**src/rtl/sar_pkg.sv**
```systemverilog
package sar_pkg;

  typedef enum logic [2:0] {
    ST_IDLE,
    ST_ACQ,
    ST_CONV,
    ST_LOAD,
    ST_WAIT
  } seq_state_e;

  // acquisition length in TAD periods
  function automatic logic [4:0] acq_tad(input logic [2:0] sel);
    case (sel)
      3'd0:    acq_tad = 5'd0;
      3'd1:    acq_tad = 5'd2;
      3'd2:    acq_tad = 5'd4;
      3'd3:    acq_tad = 5'd6;
      3'd4:    acq_tad = 5'd8;
      3'd5:    acq_tad = 5'd12;
      3'd6:    acq_tad = 5'd16;
      default: acq_tad = 5'd20;
    endcase
  endfunction

endpackage

```
**src/rtl/sar_tad_timer.sv**
```systemverilog
module sar_tad_timer #(
  parameter int CNT_W = 5
) (
  input  logic             clk_i,
  input  logic             rst_ni,
  input  logic             load_i,
  input  logic [CNT_W-1:0] load_val_i,
  input  logic             tick_i,
  output logic             last_o
);

  logic [CNT_W-1:0] cnt_q;

  always_ff @(posedge clk_i or negedge rst_ni) begin
    if (!rst_ni)                        cnt_q <= '0;
    else if (load_i)                    cnt_q <= load_val_i;
    else if (tick_i && cnt_q != '0)     cnt_q <= cnt_q - 1'b1;
  end

  assign last_o = (cnt_q == CNT_W'(1));

  assert_count_down_R8: assert property (@(posedge clk_i) disable iff (!rst_ni)
    (!load_i && !tick_i) |=> $stable(cnt_q));

endmodule

```
**src/rtl/sar_approx.sv**
```systemverilog
module sar_approx #(
  parameter int N = 10
) (
  input  logic         clk_i,
  input  logic         rst_ni,
  input  logic         start_i,
  input  logic         step_i,
  input  logic         cmp_i,
  output logic [N-1:0] trial_o,
  output logic [N-1:0] code_o,
  output logic         last_o
);

  localparam int IDX_W = $clog2(N);
  localparam logic [IDX_W-1:0] TOP_IDX = IDX_W'(N - 1);
  localparam logic [N-1:0] TOP_BIT = {1'b1, {(N-1){1'b0}}};

  logic [N-1:0]     code_q;
  logic [IDX_W-1:0] idx_q;
  logic [N-1:0]     cur_bit;

  assign cur_bit = {{(N-1){1'b0}}, 1'b1} << idx_q;

  always_ff @(posedge clk_i or negedge rst_ni) begin
    if (!rst_ni) begin
      code_q <= '0;
      idx_q  <= '0;
    end else if (start_i) begin
      code_q <= '0;
      idx_q  <= TOP_IDX;
    end else if (step_i) begin
      code_q <= cmp_i ? (code_q | cur_bit) : (code_q & ~cur_bit);
      if (idx_q != '0) idx_q <= idx_q - 1'b1;
    end
  end

  assign trial_o = code_q | cur_bit;
  assign code_o  = code_q;
  assign last_o  = (idx_q == '0);

  assert_msb_first_R5: assert property (@(posedge clk_i) disable iff (!rst_ni)
    start_i |=> trial_o == TOP_BIT);

  assert_keep_bit_R5: assert property (@(posedge clk_i) disable iff (!rst_ni)
    (step_i && !start_i) |=> code_o[$past(idx_q)] == $past(cmp_i));

endmodule

```
**src/rtl/sar_result.sv**
```systemverilog
module sar_result #(
  parameter int N = 10
) (
  input  logic         clk_i,
  input  logic         rst_ni,
  input  logic         load_i,
  input  logic [N-1:0] load_data_i,
  input  logic         wr_i,
  input  logic [N-1:0] wdata_i,
  input  logic         irq_set_i,
  input  logic         irq_clr_i,
  output logic [N-1:0] res_o,
  output logic         irq_o
);

  logic [N-1:0] res_q;
  logic         irq_q;

  always_ff @(posedge clk_i or negedge rst_ni) begin
    if (!rst_ni)      res_q <= '0;
    else if (load_i)  res_q <= load_data_i;
    else if (wr_i)    res_q <= wdata_i;
  end

  always_ff @(posedge clk_i or negedge rst_ni) begin
    if (!rst_ni)         irq_q <= 1'b0;
    else if (irq_set_i)  irq_q <= 1'b1;
    else if (irq_clr_i)  irq_q <= 1'b0;
  end

  assign res_o = res_q;
  assign irq_o = irq_q;

  assert_irq_sticky_R9: assert property (@(posedge clk_i) disable iff (!rst_ni)
    (irq_q && !irq_clr_i) |=> irq_q);

  assert_irq_set_wins_R9: assert property (@(posedge clk_i) disable iff (!rst_ni)
    irq_set_i |=> irq_q);

  assert_res_hold_R10: assert property (@(posedge clk_i) disable iff (!rst_ni)
    (!load_i && !wr_i) |=> $stable(res_q));

endmodule

```
**src/rtl/sar_seq.sv**
```systemverilog
module sar_seq
  import sar_pkg::*;
#(
  parameter int RES_W    = 10,
  parameter int CNT_W    = 5,
  parameter int WAIT_TAD = 2
) (
  input  logic             clk_i,
  input  logic             rst_ni,
  input  logic             tad_tick_i,
  input  logic             go_set_i,
  input  logic             go_clr_i,
  input  logic [2:0]       acq_sel_i,
  input  logic             res_wr_i,
  input  logic [RES_W-1:0] res_wdata_i,
  input  logic             irq_clr_i,
  input  logic             cmp_i,
  output logic             go_o,
  output logic [RES_W-1:0] res_o,
  output logic             irq_o,
  output logic [RES_W-1:0] dac_code_o,
  output logic             sample_o,
  output logic             discharge_o
);

  localparam logic [CNT_W-1:0] WAIT_VAL = CNT_W'(WAIT_TAD);

  seq_state_e       state_q, state_d;
  logic             go_q;
  logic             busy, abort;
  logic             tmr_load, tmr_last;
  logic [CNT_W-1:0] tmr_val, acq_n;
  logic             sar_start, sar_step, sar_last;
  logic             load_ev;
  logic [RES_W-1:0] trial, code;

  assign acq_n = CNT_W'(acq_tad(acq_sel_i));
  assign busy  = (state_q == ST_ACQ) || (state_q == ST_CONV) || (state_q == ST_LOAD);
  assign abort = go_clr_i && busy;

  always_comb begin
    state_d   = state_q;
    tmr_load  = 1'b0;
    tmr_val   = '0;
    sar_start = 1'b0;
    sar_step  = 1'b0;
    load_ev   = 1'b0;
    case (state_q)
      ST_IDLE: if (go_q && tad_tick_i) begin
        if (acq_n == '0) begin
          state_d   = ST_CONV;
          sar_start = 1'b1;
        end else begin
          state_d  = ST_ACQ;
          tmr_load = 1'b1;
          tmr_val  = acq_n;
        end
      end
      ST_ACQ: if (tad_tick_i && tmr_last) begin
        state_d   = ST_CONV;
        sar_start = 1'b1;
      end
      ST_CONV: if (tad_tick_i) begin
        sar_step = 1'b1;
        if (sar_last) state_d = ST_LOAD;
      end
      ST_LOAD: if (tad_tick_i) begin
        load_ev  = 1'b1;
        state_d  = ST_WAIT;
        tmr_load = 1'b1;
        tmr_val  = WAIT_VAL;
      end
      ST_WAIT: if (tad_tick_i && tmr_last) state_d = ST_IDLE;
      default: state_d = ST_IDLE;
    endcase
    // abort overrides any step
    if (abort) begin
      state_d   = ST_WAIT;
      tmr_load  = 1'b1;
      tmr_val   = WAIT_VAL;
      sar_start = 1'b0;
      sar_step  = 1'b0;
      load_ev   = 1'b0;
    end
  end

  always_ff @(posedge clk_i or negedge rst_ni) begin
    if (!rst_ni) state_q <= ST_IDLE;
    else         state_q <= state_d;
  end

  always_ff @(posedge clk_i or negedge rst_ni) begin
    if (!rst_ni)        go_q <= 1'b0;
    else if (go_clr_i)  go_q <= 1'b0;
    else if (load_ev)   go_q <= 1'b0;
    else if (go_set_i)  go_q <= 1'b1;
  end

  sar_tad_timer #(.CNT_W(CNT_W)) u_timer (
    .clk_i      (clk_i),
    .rst_ni     (rst_ni),
    .load_i     (tmr_load),
    .load_val_i (tmr_val),
    .tick_i     (tad_tick_i),
    .last_o     (tmr_last)
  );

  sar_approx #(.N(RES_W)) u_approx (
    .clk_i   (clk_i),
    .rst_ni  (rst_ni),
    .start_i (sar_start),
    .step_i  (sar_step),
    .cmp_i   (cmp_i),
    .trial_o (trial),
    .code_o  (code),
    .last_o  (sar_last)
  );

  sar_result #(.N(RES_W)) u_result (
    .clk_i       (clk_i),
    .rst_ni      (rst_ni),
    .load_i      (load_ev),
    .load_data_i (code),
    .wr_i        (res_wr_i && !busy),
    .wdata_i     (res_wdata_i),
    .irq_set_i   (load_ev),
    .irq_clr_i   (irq_clr_i),
    .res_o       (res_o),
    .irq_o       (irq_o)
  );

  assign go_o        = go_q;
  assign dac_code_o  = (state_q == ST_CONV) ? trial : '0;
  assign sample_o    = !((state_q == ST_CONV) || (state_q == ST_LOAD));
  assign discharge_o = (state_q == ST_WAIT);

  assert_done_R6: assert property (@(posedge clk_i) disable iff (!rst_ni)
    (state_q == ST_LOAD && tad_tick_i && !go_clr_i)
      |=> (irq_o && !go_o && sample_o && res_o == $past(code)));

  assert_abort_keep_R7: assert property (@(posedge clk_i) disable iff (!rst_ni)
    abort |=> (!go_o && res_o == $past(res_o) && discharge_o));

  assert_wait_exit_R8: assert property (@(posedge clk_i) disable iff (!rst_ni)
    (state_q == ST_WAIT) |=> (state_q == ST_WAIT || state_q == ST_IDLE));

  assert_open_in_conv_R4: assert property (@(posedge clk_i) disable iff (!rst_ni)
    $fell(sample_o) |-> ($past(state_q) == ST_IDLE || $past(state_q) == ST_ACQ));

  assert_no_tick_hold_R11: assert property (@(posedge clk_i) disable iff (!rst_ni)
    (!tad_tick_i && !go_clr_i) |=> state_q == $past(state_q));

endmodule

```
**config.mk**
```make
export PLATFORM = sky130hd
export DESIGN_NAME = sar_seq
export DESIGN_NICKNAME = d
export VERILOG_FILES = /design/src/rtl/sar_pkg.sv /design/src/rtl/sar_tad_timer.sv /design/src/rtl/sar_approx.sv /design/src/rtl/sar_result.sv /design/src/rtl/sar_seq.sv
export SDC_FILE = /design/constraint.sdc
export NUM_CORES = 1
export LEC_CHECK = 0
export BUFFER_PORTS_ARGS = -buffer_cell sky130_fd_sc_hd__buf_4
export CAP_MARGIN = 20
export CORE_ASPECT_RATIO = 0.5
export CORE_MARGIN = 2
export CORE_UTILIZATION = 42
export DETAILED_ROUTE_END_ITERATION = 8
export GPL_ROUTABILITY_DRIVEN = 0
export SLEW_MARGIN = 20
export SYNTH_ARGS = -nofsm -noshare
export SYNTH_HDL_FRONTEND = slang
export SYNTH_SLANG_ARGS = --single-unit
```
**constraint.sdc**
```tcl
create_clock -name clk_i -period 2.9 [get_ports clk_i]
set_input_delay 0.58 -clock clk_i [delete_from_list [all_inputs] [get_ports clk_i]]
set_output_delay 0.58 -clock clk_i [all_outputs]
set_load 0.02 [all_outputs]
```
==> impl_results.md <==
- Cells after Synth: 225
- Total grt overflow: 0
- Fin. Hold Viols: 0
- Final antenna-violating net count: 0
- Clock latency at the later pin of the worst-skew pair: 0.29 ns
- DR vias/cell: slightly above 5
- Synth Register Bits: 34
- Fin cells: roughly 330
- Clock network fraction of total power: a little under a fifth
- Final setup viols: 0
- Tightest Pin Transition: 0.837 ns
- Most frequent cell after synthesis: dfrtp_1
- Outcome: finished, final reports clean
- Final wirelength: 4860 microns
- I/O pin count: 45
- Maximum VDD drop: 0.373 mV
- Top cell type's share of synthesized area: 41.7%
- Root Buffer: clkbuf_8
- Die extent in x: 103 microns
- P_int: between 1000 and 1500 uW
- First-pass GRT wire length: ~8400 microns
- CTS resizes: 0
- Sequential area share after synthesis: 41.7%
- Switching share of total power: 42.3%
- Synth Area per Inst: 9.07 sq um
- Slew margin rel.: 44.0%
- Clk_skew: 0.00647 ns
- Hold-fix buffers at CTS: 0
- Hold/Removal Path Class: input pin to async pin
- Area grow syn2layout: 22.0%
- Initial antenna violation count: 0
- Vias in the first global route: approximately 1700
- CTS Buf Count: 5
- Fillcell total: 447
- Remaining DRCs: 0
- # clock sinks: 34
- Hold Slack: 0.225 ns
- CP Data Arrival Time: 1.84 ns
- Die height: 53.3 microns
- Seq pwr share: 38.8%
- DP Wirelength: 3420 microns
- Post-synth EDFFs: 0
- Crit path kind: flip-flop to output port
- Worst setup SP type: flip-flop
- Detailed Route Iter0 Violations: between 60 and 70
- CP Capture Type: output port
- Die area: 0.00547 sq mm
- FP Rows: 17
- Dominant synthesized flop cell: dfrtp_1
- RSZ-0062 raised after global routing: no
- Worst-path fanout max: 5
- CTS max path bufs: 2
- Layout cells sized above 1: 24.0%
- Pwr dens: 818 mW/mm^2
- H-tree depth: 2
- Placeable Area: between 0.004 and 0.005 sq mm
- Drt first pass iters: 4
- Psw: 861 uW
- Largest net degree at the start of global routing: 35
- GRT Resource Usage Total: 20.4%
- Cell variety after synth: between 40 and 50
- Synth top area cells: dfrtp_1 42%, nand2_1 6.1%, nor2_1 6.1%
- Warnings, synthesis: 0
- Combinational power share: 42.5%
- Post-Route Setup TNS: 0 ns
- Static Leak: 0.00125 uW
- Area leader, netlist: dfrtp_1
- Highest clock rate: 413 MHz
- CTS clk-pin slew, worst paths: 0.07 ns
- DP Cell Count: 325
- Post-Synthesis Cell Area: about 0.0020 sq mm
- Ratio of final minimum period to clock period: about 84%
- Ys async rst share: 100%
- Minimum clock period: 2.42 ns
- Vias: 1705
- IO Port Bufs: 44
- CTS tree: done
- Initial Util: roughly 45%
- Synth Net Count: ~250
- Worst endpoint required time: 2.32 ns
- Antenna diode count: 0
- Slew Limit Fails: 0
- Layout Nets: 294
- Top cells by count, synth: 34 x dfrtp_1, 33 x nand2_1, 33 x nor2_1, 12 x a21oi_1, 12 x mux2i_1
- DR WL/cell: roughly 15 microns
- Max-Cap Viols: 0
- Buffer count from post-CTS setup fixing: 0
area by class of cell:
| class | count | area, sq um | area share [%] |
|---|---|---|---|
| Clock buffer | 6 | 82.6 | 3.32 |
| Clock inverter | 2 | 12.5 | 0.503 |
| Inverter | 9 | 33.8 | 1.36 |
| Multi-Input combinational cell | 171 | 1090 | 43.8 |
| Sequential cell | 34 | 851 | 34.2 |
| Tap cell | 66 | 82.6 | 3.32 |
| Timing Repair Buffer | 45 | 338 | 13.6 |
through the flow:
stage / cell area (sq um) / total power, uW / worst slack [ns] / utilization (%)
final: 2490 / 2040 / 0.477 / 55.0
after global routing: 2490 / 2200 / 0.230 / 55.0
after CTS: 2490 / 2060 / 0.458 / 55.0
after detailed placement: 2390 / 1670 / 0.794 / 52.9
after global placement: 2390 / 1650 / 0.790 / 52.9
after floorplan: 2040 / 1390 / 0.866 / -
cells by family after synthesis:
kind of cell             after synthesis  synth area share [%]
AO/OA/AOI/OAI                         45                  16.3
XOR/XNOR                               6                  2.58
adder cells (fa/ha/maj)                7                  4.29
buffers and inverters                 20                  4.90
flip-flops                            34                  41.7
multiplexers                          12                  5.89
AND/OR/NAND/NOR                      101                  24.3
power groups by stage:
stage	logic [uW]	registers, uW	clock network, uW
after global placement	857	794	0
final	865	791	380
after detailed placement	872	800	0
after CTS	876	791	393
after global routing	974	815	412
after floorplan	584	804	0
per-layer routing:
layer  wire length [microns]  track usage (%)  vias up  part of all wire, %
met5                       0                0        -                    0
met4                      45             6.00        0                 0.93
met3                     158             4.76        5                  3.3
met2                    2290             33.9       27                   47
met1                    2370             26.7      813                   49
li1                        -                -      860                    -
placed cells by master, fill, tap and decap left out, drive strengths merged, types with 2 or more instances in the layout:
cell and instances:
ha 7, clkbuf 6, o21ai 5, o22ai 2, nor3 4, o21bai 2, or2 2, inv 9
mux2i 12, xnor2 3, nand2 33, and3b 3, nor4b 2, a21oi 13, buf 45, a22oi 11
nor2b 2, o31ai 3, nand3 11, xor2 3, nor4 2, dfrtp 34, nand2b 3, nor2 35
worst max-delay path, cell delays in order, from the launching register on:
cell,delay (ns)
dfrtp_1,0.42
inv_1,0.15
ha_1,0.29
nor3b_1,0.38
nor2_1,0.07
nor2_1,0.09
buf_4,0.14
final timing paths:
check                                   from            endpoint  slack [ns]  depth (start not counted)
max                        u_approx.idx_q[0]       dac_code_o[0]        0.48                          6
min                                   rst_ni   u_approx.idx_q[1]        0.23                          1
max reg2reg                       state_q[1]  u_approx.code_o[3]        0.86                          5
min reg2reg                u_result.res_o[5]   u_result.res_o[5]        0.48                          2
max in group asynchronous             rst_ni    u_timer.cnt_q[2]        2.34                          1
min in group clk_i         u_result.res_o[5]   u_result.res_o[5]        0.48                          2
registers in the layout, summed over array words and instances, names as in the netlist:
| signal | cells |
|---|---|
| u_approx.code_o | 10 |
| u_result.res_o | 10 |
| u_timer.cnt_q | 5 |
| u_approx.idx_q | 4 |
| state_q | 3 |
| go_o | 1 |
| u_result.irq_o | 1 |
Note: power is estimated with default switching activity, not from simulation.
